### config.mk
export PLATFORM = sky130hd
export DESIGN_NAME = rop_fill_engine
export DESIGN_NICKNAME = d
export VERILOG_FILES = /design/src/rtl/rop_fill_pkg.sv /design/src/rtl/rop_alu.sv /design/src/rtl/rect_walker.sv /design/src/rtl/rop_fill_engine.sv
export SDC_FILE = /design/constraint.sdc
export NUM_CORES = 1
export LEC_CHECK = 0
export ABC_AREA = 1
export BUFFER_PORTS_ARGS = -buffer_cell sky130_fd_sc_hd__clkbuf_2
export CAP_MARGIN = 20
export CORE_MARGIN = 2
export CORE_UTILIZATION = 45
export CTS_CLUSTER_SIZE = 14
export DETAILED_ROUTE_END_ITERATION = 7
export PLACE_DENSITY_LB_ADDON = 0.2
export SLEW_MARGIN = 20
export SYNTH_ARGS = -nofsm -noshare
export SYNTH_HDL_FRONTEND = slang
export SYNTH_SLANG_ARGS = --single-unit
### constraint.sdc
create_clock -name clk -period 5.1 [get_ports clk]
set_input_delay 0.51 -clock clk [delete_from_list [all_inputs] [get_ports clk]]
set_output_delay 0.51 -clock clk [all_outputs]
set_load 0.005 [all_outputs]
### src/rtl/rop_fill_pkg.sv
package rop_fill_pkg;
  localparam int PIX_W     = 32;
  localparam int PIX_BYTES = PIX_W / 8;
  localparam int PIX_SH    = $clog2(PIX_BYTES);
  localparam int ROP_W     = 5;
  localparam int NUM_ROPS  = 16;

  typedef enum logic [2:0] {
    ST_IDLE,
    ST_RD,
    ST_WAIT,
    ST_WR,
    ST_FIN
  } fill_state_e;

  // A function ignores the old pixel when flipping d leaves every entry unchanged.
  function automatic logic rop_needs_dst(input logic [3:0] code);
    return !((code[0] == code[1]) && (code[2] == code[3]));
  endfunction
endpackage

### src/rtl/rop_alu.sv
module rop_alu #(
  parameter int W = 32
) (
  input  logic [3:0]   code,
  input  logic [W-1:0] src,
  input  logic [W-1:0] dst,
  output logic [W-1:0] res
);
  // Each code is a four-entry truth table indexed by the inverted operand bits.
  for (genvar i = 0; i < W; i++) begin : g_bit
    assign res[i] = code[{~src[i], ~dst[i]}];
  end
endmodule

### src/rtl/rect_walker.sv
module rect_walker
  import rop_fill_pkg::*;
#(
  parameter int ADDR_W  = 32,
  parameter int COORD_W = 12
) (
  input  logic               clk,
  input  logic               rst_n,
  input  logic               load,
  input  logic               step,
  input  logic [ADDR_W-1:0]  base,
  input  logic [ADDR_W-1:0]  stride,
  input  logic [COORD_W-1:0] x,
  input  logic [COORD_W-1:0] y,
  input  logic [COORD_W-1:0] w,
  input  logic [COORD_W-1:0] h,
  output logic [ADDR_W-1:0]  addr,
  output logic               last
);
  logic [COORD_W-1:0] col, row, w_r, h_r;
  logic [ADDR_W-1:0]  row_addr, stride_r, start_addr;
  logic               row_end;

  assign start_addr = base + ADDR_W'(y) * stride + (ADDR_W'(x) << PIX_SH);
  assign row_end    = (col == w_r - COORD_W'(1));
  assign last       = row_end && (row == h_r - COORD_W'(1));

  always_ff @(posedge clk or negedge rst_n) begin
    if (!rst_n) begin
      col      <= '0;
      row      <= '0;
      w_r      <= '0;
      h_r      <= '0;
      stride_r <= '0;
      row_addr <= '0;
      addr     <= '0;
    end else if (load) begin
      col      <= '0;
      row      <= '0;
      w_r      <= w;
      h_r      <= h;
      stride_r <= stride;
      row_addr <= start_addr;
      addr     <= start_addr;
    end else if (step) begin
      if (row_end) begin
        col      <= '0;
        row      <= row + COORD_W'(1);
        row_addr <= row_addr + stride_r;
        addr     <= row_addr + stride_r;
      end else begin
        col  <= col + COORD_W'(1);
        addr <= addr + ADDR_W'(PIX_BYTES);
      end
    end
  end

  a_r3_col_step: assert property (@(posedge clk) disable iff (!rst_n)
    step && !load && !row_end |=> addr == $past(addr) + ADDR_W'(PIX_BYTES));
  a_r3_row_step: assert property (@(posedge clk) disable iff (!rst_n)
    step && !load && row_end |=> col == '0 && addr == $past(row_addr) + $past(stride_r));
endmodule

### src/rtl/rop_fill_engine.sv
module rop_fill_engine
  import rop_fill_pkg::*;
#(
  parameter int ADDR_W  = 32,
  parameter int COORD_W = 12
) (
  input  logic               clk,
  input  logic               rst_n,
  input  logic [ADDR_W-1:0]  fb_base,
  input  logic [ADDR_W-1:0]  line_stride,
  input  logic               cmd_valid,
  output logic               cmd_ready,
  input  logic [PIX_W-1:0]   cmd_color,
  input  logic [COORD_W-1:0] cmd_x,
  input  logic [COORD_W-1:0] cmd_y,
  input  logic [COORD_W-1:0] cmd_w,
  input  logic [COORD_W-1:0] cmd_h,
  input  logic [ROP_W-1:0]   cmd_rop,
  output logic               mem_req_valid,
  input  logic               mem_req_ready,
  output logic               mem_we,
  output logic [ADDR_W-1:0]  mem_addr,
  output logic [PIX_W-1:0]   mem_wdata,
  input  logic               mem_rvalid,
  input  logic [PIX_W-1:0]   mem_rdata,
  output logic               done,
  output logic               err
);
  fill_state_e      state, state_n;
  logic [PIX_W-1:0] color_r, result_r, alu_out, alu_dst;
  logic [3:0]       rop_r;
  logic             dep_r, err_r, cmd_fire, cmd_bad, cmd_empty, last, step;

  assign cmd_ready = (state == ST_IDLE);
  assign cmd_fire  = cmd_valid && cmd_ready;
  assign cmd_bad   = (cmd_rop >= ROP_W'(NUM_ROPS));
  assign cmd_empty = (cmd_w == '0) || (cmd_h == '0);
  assign step      = (state == ST_WR) && mem_req_ready && !last;

  rect_walker #(.ADDR_W(ADDR_W), .COORD_W(COORD_W)) u_walker (
    .clk(clk), .rst_n(rst_n), .load(cmd_fire), .step(step),
    .base(fb_base), .stride(line_stride),
    .x(cmd_x), .y(cmd_y), .w(cmd_w), .h(cmd_h),
    .addr(mem_addr), .last(last)
  );

  // With no read the ALU sees a zero old pixel, which the independent codes ignore.
  assign alu_dst = (state == ST_WAIT) ? mem_rdata : '0;

  rop_alu #(.W(PIX_W)) u_alu (
    .code(rop_r), .src(color_r), .dst(alu_dst), .res(alu_out)
  );

  always_comb begin
    state_n = state;
    case (state)
      ST_IDLE: if (cmd_valid) begin
        if (cmd_bad || cmd_empty)          state_n = ST_FIN;
        else if (rop_needs_dst(cmd_rop[3:0])) state_n = ST_RD;
        else                               state_n = ST_WR;
      end
      ST_RD:   if (mem_req_ready) state_n = ST_WAIT;
      ST_WAIT: if (mem_rvalid)    state_n = ST_WR;
      ST_WR:   if (mem_req_ready) state_n = last ? ST_FIN : (dep_r ? ST_RD : ST_WR);
      ST_FIN:  state_n = ST_IDLE;
      default: state_n = ST_IDLE;
    endcase
  end

  always_ff @(posedge clk or negedge rst_n) begin
    if (!rst_n) begin
      state    <= ST_IDLE;
      color_r  <= '0;
      rop_r    <= '0;
      dep_r    <= 1'b0;
      err_r    <= 1'b0;
      result_r <= '0;
    end else begin
      state <= state_n;
      if (cmd_fire) begin
        color_r <= cmd_color;
        rop_r   <= cmd_rop[3:0];
        dep_r   <= rop_needs_dst(cmd_rop[3:0]);
        err_r   <= cmd_bad;
      end
      if (state == ST_WAIT && mem_rvalid) result_r <= alu_out;
    end
  end

  assign mem_req_valid = (state == ST_RD) || (state == ST_WR);
  assign mem_we        = (state == ST_WR);
  assign mem_wdata     = dep_r ? result_r : alu_out;
  assign done          = (state == ST_FIN);
  assign err           = done && err_r;

  a_r1_idle_quiet: assert property (@(posedge clk) disable iff (!rst_n)
    cmd_ready |-> !mem_req_valid && !done);
  a_r9_hold_request: assert property (@(posedge clk) disable iff (!rst_n)
    mem_req_valid && !mem_req_ready |=>
      mem_req_valid && $stable(mem_addr) && $stable(mem_we) && $stable(mem_wdata));
  a_r5_no_read_indep: assert property (@(posedge clk) disable iff (!rst_n)
    mem_req_valid && !mem_we |-> rop_needs_dst(rop_r));
  a_r6_invalid_no_access: assert property (@(posedge clk) disable iff (!rst_n)
    cmd_valid && cmd_ready && cmd_bad |=> done && err && !mem_req_valid);
  a_r7_empty_done: assert property (@(posedge clk) disable iff (!rst_n)
    cmd_valid && cmd_ready && !cmd_bad && cmd_empty |=> done && !err && !mem_req_valid);
  a_r8_done_pulse: assert property (@(posedge clk) disable iff (!rst_n)
    done |=> !done);
  a_r10_wait_read: assert property (@(posedge clk) disable iff (!rst_n)
    mem_req_valid && !mem_we && mem_req_ready |=> !mem_req_valid);
endmodule

* After elaboration in Yosys (flattened, before gate mapping)
Cells that the tools add are included.
** Word-level totals
- Logic and storage cells :: 237
- Flip-flop bits (word level) :: 217
- Output and inout bits :: 69
** Operators by class
- Add/subtract/negate cells :: 8
- $mul :: 1
- Mux-type cells :: 87
- Reduce and logical (&&, ||, !) cells :: 19
- Eq/ne operators :: 12
- Bitwise logic cells :: 64
- $lt $le $gt $ge :: 33
** Operators with widths (number)
- 32-bit two-way mux :: 8
- 2-bit by 3-bit < comparator with 1-bit output, second input constant :: 32
- 12-bit two-way mux :: 6
- 32-bit adder :: 2
- 1-bit binary-select mux with 2-bit select :: 32
- 1-bit inverter :: 64
- 32-bit by 14-bit adder with 32-bit output :: 1
- 32-bit by 3-bit adder with 32-bit output, second input constant :: 1
- 12-bit by 32-bit multiplier with 32-bit output :: 1
- 1-bit two-way mux :: 32
- 12-bit by 1-bit adder with 12-bit output, second input constant :: 2
- 12-bit equality test :: 2
- 12-bit zero test :: 2
- 12-bit by 1-bit subtractor with 12-bit output, second input constant :: 2
- 3-bit two-way mux :: 6
- 3-bit case mux with 4 select lines :: 1
- 2-bit != test, second input constant :: 4
- 1-bit logical AND :: 7
- 3-bit by 2-bit equality test with 1-bit output, second input constant :: 2
- 5-bit greater-or-equal comparator, second input constant :: 1
- 2-bit two-way mux :: 2
- 4-bit AND reduction :: 1
- 2-bit nonzero test :: 2
- 3-bit by 1-bit equality test with 1-bit output, second input constant :: 1
- 6 further kinds :: 10

* Longest topological paths before layout
- Depth after elaboration :: 7
- Mapped depth :: 33
- Mapped depth without buffers :: 31

* Cells and area by module
Synthesis repeated with hierarchy kept, for this count alone.
** Second synthesis, totals
- Cells, all modules :: 3767
- Area, all modules :: 26146.3 sq um
** Modules (own cells, without submodules)
- rect_walker :: cells an instance 2968, sequential area each 3603.5 sq um, area each 21062.7 sq um, instances 1
- rop_fill_engine :: cells an instance 495, sequential area each 1826.8 sq um, area each 3767.4 sq um, instances 1
- rop_alu :: cells an instance 304, sequential area each 0.0 sq um, area each 1316.3 sq um, instances 1

* Worst setup path after synthesis
OpenSTA, ideal clock, no wires.
- Path kind :: input-to-reg
- From :: in cmd_y[3]
- To :: reg u_walker.addr[31]
- Required time :: 4983 ps
- Stages :: 28
- Data arrival time :: 5610 ps
- Slack :: -627 ps
- Setup time :: 117 ps
- Buffers on the path :: 2
- Cells stage by stage :: clkbuf_1 buf_1 nand2_1 fa_1 fa_1 inv_1 fa_1 fa_1 fa_1 inv_1 fa_1 inv_1 ha_1 nand2_1 nor2_1 inv_1 nor3_1 nand2_1 nand3_1 nand2_1 inv_1 nor2_1 inv_1 nand2_1 nand3_1 nand2_1 nand2_1 nand2_1
** Between the ends
- Cells in the longest elaborated chain, start to end :: 4
** RTL lines
- start, declared :: RTL line rop_fill_engine.sv:15 : input logic [COORD_W-1:0] cmd_y,
- 12-bit by 32-bit multiplier with 32-bit output :: RTL line rect_walker.sv:24 : assign start_addr = base + ADDR_W'(y) * stride + (ADDR_W'(x) << PIX_SH);
- 32-bit adder :: RTL line rect_walker.sv:24
- 32-bit by 14-bit adder with 32-bit output :: RTL line rect_walker.sv:24
- 32-bit two-way mux :: RTL line rect_walker.sv:37 : end else if (load) begin
- end signal, assigned :: RTL line rect_walker.sv:44 : addr <= start_addr;
- end signal, assigned :: RTL line rect_walker.sv:50 : addr <= row_addr + stride_r;
- end signal, assigned :: RTL line rect_walker.sv:53 : addr <= addr + ADDR_W'(PIX_BYTES);
- end, declared :: RTL line rect_walker.sv:17 : output logic [ADDR_W-1:0] addr,
No other way between the ends.
A chain may end at the register's enable or synchronous reset.

* Worst setup path after layout
- From :: in cmd_y[0]
- To :: reg u_walker.row_addr[22]
** Between the ends
- Cells in the longest elaborated chain, start to end :: 4
** RTL lines
- 12-bit by 32-bit multiplier with 32-bit output :: RTL line rect_walker.sv:24
- 32-bit adder :: RTL line rect_walker.sv:24
- 32-bit by 14-bit adder with 32-bit output :: RTL line rect_walker.sv:24
- 32-bit two-way mux :: RTL line rect_walker.sv:37
- end signal, assigned :: RTL line rect_walker.sv:43 : row_addr <= start_addr;
- end signal, assigned :: RTL line rect_walker.sv:49 : row_addr <= row_addr + stride_r;
- end, declared :: RTL line rect_walker.sv:21 : logic [ADDR_W-1:0] row_addr, stride_r, start_addr;
No other way between the ends.

==> flow_metrics.py <==
metrics = {
    "die": {
        "die_w_um": 245,
        "io_pins": 255,
        "die_y_um": 245,
        "core.rowCount": 88,
        "core_area_um2": 57600,
        "start_util": 0.454,
        "die-area_um2": 60000,
    },
    "clock_network": {
        "cts.sink_count": 217,
        "cts_buffers": 27,
        "clock-root-buffer": "clkbuf_16",
        "path_clk_slew_ps": 60,
        "htreeDepth": 1,
        "cts_max_path_buffers": 3,
        "cts_tree": "yes",
        "clk_latency_ps": 570,
    },
    "sta": {
        "max_freq_mhz": 189,
        "post-route-min-period_ps": 5280,
        "fin_setup_tns_ps": -3110,
        "fin_ws_ps": -185,
        "whs_ps": 27.7,
        "hold_viol_final": 0,
        "post-route-period-util": 1.04,
        "rsz0062_at_grt": "yes",
        "finClkSkew_ps": 17.0,
        "setup_viol_count_final": 33,
        "relSlewSlack": 0.325,
        "max_slew.worst_pin.slew_ps": 1010,
        "slew_viol_final": 0,
    },
    "logic_synthesis": {
        "async_flop_share": 1.00,
        "synthDistinctLibCells": 44,
        "netlist_area_um2": 26100,
        "ys_warn_count": 0,
        "synth_common_cells": "nand2_1 (1378), inv_1 (655), fa_1 (280)",
        "synth_seq_cells": 217,
        "avgSynthCellArea_um2": 6.87,
        "yosysTopAreaCell": "fa_1",
        "syn-num-nets": 4376,
        "synth_edf_count": 0,
        "synth_flop_cell": "dfrtp_1",
        "synth-seq-area-share": 0.208,
        "syn_inst": 3800,
        "synth_area_leaders": "fa_1 (21%), dfrtp_1 (21%), nand2_1 (20%), inv_1 (9.4%), ha_1 (5.3%)",
        "synth_most_common_cell": "nand2_1",
        "yosysTopAreaCellShare": 0.215,
    },
    "detailed_routing": {
        "drt_iter0_drc": 1559,
        "viasPerCell": 5.08,
        "ant_nets": 0,
        "first_pass_iters": 7,
        "drcViolationCount": 0,
        "wl_um": 81100,
        "vias": 25056,
        "wl_per_cell_um": 16.4,
    },
    "final_layout": {
        "syn_to_final_growth_pct": 20.3,
        "stdcell_count": 4935,
        "nFillCells": 5704,
        "drive_gt1_frac": 0.169,
        "nets": 4724,
    },
    "outcome": {
        "violations": "setup timing",
        "outcome": "complete, but fails checks",
    },
    "placed_design": {
        "place_inst": 4875,
        "io_buffer_count": 254,
        "gp_congestion": 0.968,
        "dp_hpwl_um": 63500,
    },
    "worst_setup_path": {
        "reg2reg_depth": 18,
        "regToRegStartpoint": "u_walker.h_r[0]",
        "r2r_end": "u_walker.row_addr[25]",
        "crit_fanout": 7,
        "startpoint": "cmd_y[0]",
        "path_class": "input pin to flip-flop",
        "cp.arrival_ps": 5730,
        "crit_path_end": "u_walker.row_addr[22]",
        "start_kind": "input pin",
        "required_ps": 5550,
        "crit_path_end_kind": "flip-flop",
        "rrSetupSlack_ps": 1550,
    },
    "worst_hold_path": {
        "holdCritPathClass": "input pin to asynchronous set/reset pin",
    },
    "grt": {
        "grt-ovfl-total": 0,
        "grt_start_max_net_pins": 149,
        "antenna_found_initial": 1,
        "first_global_vias": 24885,
        "grt_usage": 0.272,
        "grt_pass1_wl_um": 131000,
    },
    "run": {
        "cap_viol_max_count": 0,
    },
}
## metal layers
metal  vias up  track usage  routed length [um]
li1      12331            -                   -
met1     11990        0.374               36500
met2       616        0.464               38800
met3       119       0.0194                3430
met4         0       0.0730                2370
met5         -            0                   0
## repair_timing
item,in CTS,in global routing
hold buffers,0,0
resized for setup,36,114
endpoints found under the setup margin,43,50
buffers inserted,3,4
pin swaps,11,48
cloned,0,4
## how the worst min path moves through the flow
| stage | start | end | cells after the start |
|---|---|---|---|
| floorplan | rst_n | color_r[0] | 0 |
| global placement | u_walker.addr[1] | u_walker.addr[1] | 2 |
| detailed placement | u_walker.row_addr[2] | u_walker.row_addr[2] | 2 |
| CTS | rst_n | u_walker.stride_r[11] | 1 |
| global route | rst_n | u_walker.h_r[2] | 1 |
| finish | rst_n | u_walker.h_r[1] | 1 |
## metrics by stage
| stage | util | area [um^2] | setup slack (ps) |
|---|---|---|---|
| after CTS | 0.537 | 30900 | -119 |
| after floorplan | - | 26600 | -199 |
| after global placement | 0.516 | 29700 | -757 |
| after global routing | 0.546 | 31400 | -388 |
| final | 0.546 | 31400 | -185 |
| after detailed placement | 0.516 | 29700 | -797 |
## registers in the layout, indices dropped and copies added, names as in the netlist
name	count
color_r	32
dep_r	1
err_r	1
result_r	32
rop_r	4
state	3
u_walker.addr	32
u_walker.col	12
u_walker.h_r	12
u_walker.row	12
u_walker.row_addr	32
u_walker.stride_r	32
u_walker.w_r	12
## cell type report
cell class / instances / area, um^2 / area share
Clock buffer: 32 / 744 / 0.0237
Multi-Input combinational cell: 2771 / 18300 / 0.582
Sequential cell: 217 / 5430 / 0.173
Inverter: 664 / 2500 / 0.0795
Clock inverter: 18 / 288 / 0.00916
Tap cell: 765 / 957 / 0.0305
Antenna cell: 1 / 2.50 / 0.0000796
Timing Repair Buffer: 467 / 3200 / 0.102
## logic make-up (layout without fill, tap and decap cells)
| logic type | Yosys count | count (layout) | share of synthesized area |
|---|---|---|---|
| other cells | 0 | 1 | 0 |
| mux | 1 | 1 | 0.000862 |
| compound gates | 439 | 439 | 0.0899 |
| flops | 217 | 217 | 0.208 |
| buf+inv | 812 | 1181 | 0.120 |
| xor+xnor | 76 | 76 | 0.0255 |
| simple gates | 1865 | 1865 | 0.289 |
| fa+ha+maj | 390 | 390 | 0.267 |
## placed cells by master (no fill, tap or decap), types with 27 or more instances in the layout
cell type / instances
ha_1: 99
o21ai_0: 207
xor2_1: 52
inv_1: 642
nand2_2: 27
nor2_1: 145
dfrtp_1: 216
a21oi_1: 123
fa_1: 274
buf_4: 188
clkbuf_16: 31
clkbuf_2: 246
nand3_1: 188
nand4_1: 37
nand2_1: 1343
## worst max-delay path, cell delays in order
cell and delay (ps):
buf_12 120, buf_12 140, nand2_4 60, inv_2 30
fa_1 540, inv_2 40, fa_1 500, inv_1 60
fa_1 470, inv_1 50, fa_1 490, inv_2 50
fa_1 500, fa_1 580, ha_4 240, a21oi_4 170
nor2_2 50, nor2_2 150, buf_4 140, o21ai_2 60
nand2_1 60, nand3b_1 120, o21ai_2 300, o21ai_2 90
nand2_1 100, nand2_1 70
Power is left out: the tool's default activity adds up to more than one toggle a clock period on the data nets, which glitch-free logic cannot reach.
